--- src/rtl/bce_pkg.sv ---
// Package: shared widths and flag bit positions for the branch condition evaluator.
// Assumes: the flags bus is {carry, overflow, sign, zero}, with zero at bit 0.
package bce_pkg;
    localparam int ADDR_W      = 32;
    localparam int DISP_W      = 9;
    localparam int CODE_W      = 4;
    localparam int INSTR_BYTES = 2;

    localparam int FLAG_Z  = 0;
    localparam int FLAG_S  = 1;
    localparam int FLAG_OV = 2;
    localparam int FLAG_CY = 3;
    localparam int FLAG_W  = 4;
endpackage

--- src/rtl/bce_cond_eval.sv ---
// Module: bce_cond_eval
// Evaluates the condition code against the flags. The low code bits pick one
// of the base tests and the top code bit inverts the result.
// Assumes: the flag bit positions come from bce_pkg.
module bce_cond_eval
    import bce_pkg::*;
#(
    parameter int CW = CODE_W
) (
    input  logic [CW-1:0]     code,
    input  logic [FLAG_W-1:0] flg,
    output logic              hit
);
    localparam int SEL_W  = CW - 1;
    localparam int N_BASE = 1 << SEL_W;

    logic z, s, ov, cy;
    logic [N_BASE-1:0] base;

    // Separate the flags into named bits.
    always_comb begin
        z  = flg[FLAG_Z];
        s  = flg[FLAG_S];
        ov = flg[FLAG_OV];
        cy = flg[FLAG_CY];
    end

    // Build the eight base tests in code order.
    always_comb begin
        base    = '0;
        base[0] = ov;
        base[1] = cy;
        base[2] = z;
        base[3] = cy | z;
        base[4] = s;
        base[5] = 1'b1;
        base[6] = ov | s;
        base[7] = (ov ^ s) | z;
    end

    // Select the base test, then invert it for the upper half of the codes.
    always_comb begin
        hit = base[code[SEL_W-1:0]] ^ code[CW-1];
    end

    // Check the always-taken and never-taken codes against the selected result.
    always_comb begin
        if (code == CW'(5)) AST_ALWAYS_TAKEN: assert (hit) else $error("always code not taken");
        if (code == CW'(13)) AST_NEVER_TAKEN: assert (!hit) else $error("never code taken");
    end
endmodule

--- src/rtl/bce_target_calc.sv ---
// Module: bce_target_calc
// Sign-extends the displacement and adds it to the PC modulo 2^AW, then clears
// bit 0. Also produces the fall-through address for a not-taken branch.
// Assumes: the displacement is a two's-complement byte offset.
module bce_target_calc
    import bce_pkg::*;
#(
    parameter int AW = ADDR_W,
    parameter int DW = DISP_W,
    parameter int IB = INSTR_BYTES
) (
    input  logic [AW-1:0] pc,
    input  logic [DW-1:0] offs,
    output logic [AW-1:0] tgt,
    output logic [AW-1:0] seq
);
    localparam int EXT_W = AW - DW;

    logic [AW-1:0] offs_ext;
    logic [AW-1:0] sum;

    // Replicate the displacement sign bit up to the address width.
    always_comb begin
        offs_ext = {{EXT_W{offs[DW-1]}}, offs};
    end

    // Add the offset to the PC and clear bit 0 of the target.
    always_comb begin
        sum = pc + offs_ext;
        tgt = {sum[AW-1:1], 1'b0};
    end

    // Compute the address of the next sequential instruction.
    always_comb begin
        seq = pc + AW'(IB);
    end

    // The target must be halfword aligned.
    always_comb begin
        AST_TARGET_ALIGNED: assert (tgt[0] == 1'b0) else $error("target odd");
    end
endmodule

--- src/rtl/branch_cond_eval.sv ---
// Module: branch_cond_eval (top)
// Evaluates the branch condition and picks the next fetch address.
// Assumes: cur_pc addresses the branch instruction itself; the block holds no state.
module branch_cond_eval
    import bce_pkg::*;
(
    input  logic [CODE_W-1:0] cond_code,
    input  logic [FLAG_W-1:0] flags,
    input  logic [ADDR_W-1:0] cur_pc,
    input  logic [DISP_W-1:0] disp,
    output logic              taken,
    output logic [ADDR_W-1:0] next_pc
);
    logic              hit_w;
    logic [ADDR_W-1:0] tgt_w;
    logic [ADDR_W-1:0] seq_w;

    bce_cond_eval #(.CW(CODE_W)) u_cond (
        .code (cond_code),
        .flg  (flags),
        .hit  (hit_w)
    );

    bce_target_calc #(.AW(ADDR_W), .DW(DISP_W), .IB(INSTR_BYTES)) u_tgt (
        .pc   (cur_pc),
        .offs (disp),
        .tgt  (tgt_w),
        .seq  (seq_w)
    );

    // Drive taken and choose between the target and the fall-through address.
    always_comb begin
        taken   = hit_w;
        next_pc = hit_w ? tgt_w : seq_w;
    end

    // Check that the chosen address agrees with the taken decision.
    always_comb begin
        if (taken) AST_TAKEN_USES_TARGET: assert (next_pc == tgt_w) else $error("target not chosen");
        if (!taken) AST_FALLTHROUGH_SEQ: assert (next_pc == seq_w) else $error("fallthrough not chosen");
    end
endmodule

--- config.mk ---
export PLATFORM = sky130hd
export DESIGN_NAME = branch_cond_eval
export DESIGN_NICKNAME = d
export VERILOG_FILES = /design/src/rtl/bce_pkg.sv /design/src/rtl/bce_cond_eval.sv /design/src/rtl/bce_target_calc.sv /design/src/rtl/branch_cond_eval.sv
export SDC_FILE = /design/constraint.sdc
export NUM_CORES = 1
export LEC_CHECK = 0
export ABC_AREA = 1
export BUFFER_PORTS_ARGS = -buffer_cell sky130_fd_sc_hd__buf_2
export CORE_ASPECT_RATIO = 2
export CORE_MARGIN = 2
export CORE_UTILIZATION = 59
export DETAILED_ROUTE_END_ITERATION = 16
export PLACE_DENSITY = 0.86
export SLEW_MARGIN = 40
export SYNTH_ARGS = -nofsm -noshare
export SYNTH_HDL_FRONTEND = slang
export SYNTH_SLANG_ARGS = --single-unit
--- constraint.sdc ---
create_clock -name vclk -period 3.32
set_input_delay 0.664 -clock vclk [all_inputs]
set_output_delay 0.664 -clock vclk [all_outputs]
set_load 0.01 [all_outputs]
# [Word-level counts from Yosys, hierarchy flattened]
# Cells that the tools add are included.
[totals] regBits=0 latchBits=0 ram_bits=0 mem_bits_ro=0 inputBits=49 out_inout_bits=33 wordCells=11 memories=0
[op_classes] n_addsub=2 multipliers=0 div_mod_pow=0 magnitude_cmp=1 eq_ne=0 shifts=0 muxes=3 bitwise_logic=5 n_reduce_logical=0
[op_table] op="32-bit by 2-bit adder with 32-bit output, second input constant" n=1
[op_table] op="32-bit adder" n=1
[op_table] op="32-bit 2-to-1 mux" n=1
[op_table] op="3-bit by 4-bit < comparator with 1-bit output, second input constant" n=1
[op_table] op="1-bit binary-select mux with 3-bit select" n=1
[op_table] op="1-bit OR" n=3
[op_table] op="1-bit XOR" n=2
[op_table] op="1-bit 2-to-1 mux" n=1

# [Depth between registers and ports, before layout]
[depth] depth_word=6 ltp_mapped=14 mapped_depth_nobuf=14

# [By module]
# Synthesis repeated with hierarchy kept, for this count alone.
[unflattened] cells_unflattened=762 area_unflattened_um2=3693.5
[modules_own_cells] mod="bce_target_calc" instances=1 cells_per_inst=634 area_each_um2=3094.2 seq_area_each_um2=0.0
[modules_own_cells] mod="branch_cond_eval" instances=1 cells_per_inst=104 area_each_um2=491.7 seq_area_each_um2=0.0
[modules_own_cells] mod="bce_cond_eval" instances=1 cells_per_inst=24 area_each_um2=107.6 seq_area_each_um2=0.0

# [Worst setup path after synthesis]
# Ideal clock, no wire load.
[synth_path] path_kind="input port to output port" from="input cur_pc[0]" to="output next_pc[14]" t_arrival_ns=1.993 t_required_ns=2.656 slack_ns=0.663 cell_stages=11 n_path_buf=0 path_cell_list="nand2_1 inv_1 fa_1 nand3_1 nand3_1 nand2_1 nand2_1 nand2_1 nand2_1 xnor2_1 o21ai_1"
[synth_between] elab_chain_len=2 elab_cells_between_ends=3 classes_between="add/sub (2); mux (1)"
[synth_rtl] element="start, declared" line_no="branch_cond_eval.sv:9" text="input logic [ADDR_W-1:0] cur_pc,"
[synth_rtl] element="32-bit by 2-bit adder with 32-bit output / 32-bit adder (equally long branches)" line_no="bce_target_calc.sv:35, bce_target_calc.sv:29"
[synth_rtl] element="32-bit 2-to-1 mux *" line_no="branch_cond_eval.sv:34" text="next_pc = hit_w ? tgt_w : seq_w;"
[synth_rtl] element="end, declared" line_no="branch_cond_eval.sv:12" text="output logic [ADDR_W-1:0] next_pc"
# Mark *: on every way between the ends. The rest lies on a longest branch, timed or not.

# [Worst setup path after layout]
[layout_path] from="input disp[8]" to="output next_pc[10]"
[layout_between] elab_chain_len=2
[layout_rtl] element="start, declared" line_no="branch_cond_eval.sv:10" text="input logic [DISP_W-1:0] disp,"
[layout_rtl] element="32-bit adder" line_no="bce_target_calc.sv:29" text="sum = pc + offs_ext;"
[layout_rtl] element="32-bit 2-to-1 mux" line_no="branch_cond_eval.sv:34"
# Every way passes these cells.

==> impl_metrics.yaml <==
setup_path:
  required_ps: 2660
  worst-path-buf-inv: 4
  critPathKind: "input port to output port"
  cp_slowest_cell: "ha_1"
  crit_path_start_kind: "input port"
  cp_max_fo: 24
  max_stage_delay_ps: 330
  endpoint_kind: "output port"
  arrival_ps: 2520
  path_delay_family: "simple AND/OR/NAND/NOR gates"
  cpMostUsedCell: "nand2_1"
  worst-path-stages: 12
  crit_chain: "buf_8 > ha_1 > buf_4 > nand2_1 > inv_1 > nand2_1 > nand2_1 > nand3b_1 > xor2_1 > nand2_1 > o21ai_0 > buf_2"
floorplanning:
  dieHeight_um: 114
  initial_utilization: 0.603
  die_area_um2: 6760
  coreArea_um2: 5960
  ios: 82
  fp.dieW_um: 59.2
  num_rows: 40
cells_and_area:
  regArea_um2: 0
  antenna_cells: 0
  post-route-util: 0.695
  drive_gt1_frac: 0.150
  synthToLayoutAreaGrowth_pct: 15.4
  post-route-cell-area_um2: 4140
  nFlopsAndLatches: 0
  n_clock_buffer: 0
  nFillCells: 584
  final_nets: 896
routing:
  viasPerCell: 5.56
  drt_iter0_drc: 314
  drc: 0
  routed_wl_um: 14000
  wl_per_cell_um: 16.0
  routed-via-count: 4868
  drtPass1Iterations: 5
  ant_nets: 0
logic_synthesis:
  synthesis.area_um2: 3590
  synth_cell_types: 31
  avgSynthCellArea_um2: 4.93
  ys_warn_count: 0
  syn_inst: 728
  ys_seq_area_frac: 0
  syn_nets: 810
status:
  status: "finished, final reports clean"
sta:
  period_needed_ps: 3190
  finalSetupTns_ps: 0
  slew_headroom: 0.635
  slew_viol_final: 0
  setup_slack_ps: 133
  holdWs_ps: 1640
  setup_violations: 0
  finalHoldViolations: 0
  rsz0062_at_grt: "no"
  max_slew.worst_pin.slew_ps: 545
  fmax_ghz: 0.314
  finalCritPeriodShare: 0.960
power_and_ir_drop:
  power.density_nw_per_um2: 193
  vdd_drop_max_v: 0.000154
  power.leakage_nw: 2.65
flow_run:
  drv_cap: 0
place:
  place_area_um2: 4100
  gpl.final_weighted_congestion: 1.06
  hpwlAfterDp_um: 11700
  port_buffers: 82
  pre_cts_ws_ps: -90.7
global_route:
  grt_usage: 0.434
  grt_max_degree: 43
  antenna_found_initial: 0
  overflow: 0
  grt_pass1_vias: 4586
  grt_pass1_wl_um: 22400
cts:
  cts_resized: 1
  cts_hold_buf: 0
  post_cts_buffers: 0
worst_hold_path:
  worstHoldPathCells: 4
  hp-class: "input port to output port"
synth_stat cells, drive strengths merged:
cell    count  area, um2
nand2     315       1210
inv       137        514
nor2       69        313
nand3      51        278
ha         32        400
xor2       26        228
a21oi      21        105
o21ai      18       90.1
nor3       14       85.1
xnor2      14        123
nand4      11       83.8
buf         4       20.0
nand3b      4       30.0
and2        3       18.8
and3        2       12.5
clkbuf      2       27.5
o21bai      2       15.0
a31oi       1       6.26
fa          1       20.0
o31ai       1       12.5
per-stage QoR:
stage | power (mW) | std cells
floorplan | 0.482 | 728
global placement | 0.747 | 875
detailed placement | 0.758 | 875
CTS | 0.761 | 875
global route | 0.883 | 875
finish | 0.797 | 875
logic make-up after synthesis:
| family | after synthesis | synth area share |
|---|---|---|
| fa+ha+maj | 33 | 0.117 |
| compound gates | 43 | 0.0638 |
| xor+xnor | 40 | 0.0976 |
| buf+inv | 143 | 0.157 |
| simple gates | 469 | 0.565 |
final timing paths:
kind	slack [ps]	to	start
worst max-delay path	130	next_pc[10]	disp[8]
worst min-delay path	1640	next_pc[0]	cur_pc[0]
per-layer routing:
metal,vias to the layer above,global-route usage,wire (um)
met5,-,0,0
met4,0,0.400,1670
met3,95,0.136,1160
met2,278,0.742,6810
met1,2091,0.381,4360
li1,2404,-,-
final cells by class:
cell class	instances	area (um2)	area share
inverters	137	514	0.124
well taps	63	78.8	0.0190
multi-input cells	585	3060	0.738
repair buffers	90	493	0.119
power breakdown:
| part | total, mW | internal, mW | leakage (nW) | switching, mW |
|---|---|---|---|---|
| registers | 0 | 0 | 0 | 0 |
| logic | 0.797 | 0.277 | 2.65 | 0.521 |
| clock network | 0 | 0 | 0 | 0 |
| total | 0.797 | 0.277 | 2.65 | 0.521 |
worst min-delay path, cell delays in order:
cell and delay (ps):
buf_2 100, inv_1 40, nor2_1 30, buf_2 120
placed cells by master, fill, tap and decap left out, types with 2 or more instances in the layout:
master,instances
and2_1,3
o21ai_0,12
ha_1,31
and3_1,2
o21bai_1,2
nand2_1,306
nand3_1,48
xor2_1,25
nor3_1,11
xnor2_1,13
nand4_1,10
o21ai_1,6
buf_4,7
nor2_1,61
nor2_4,4
a21oi_1,21
inv_1,134
nor3_2,3
inv_2,3
nand3_2,2
nand2_4,2
nor2_2,3
nand3b_1,4
buf_2,81
nand2_2,7
Power figures use the tool's default switching activity.
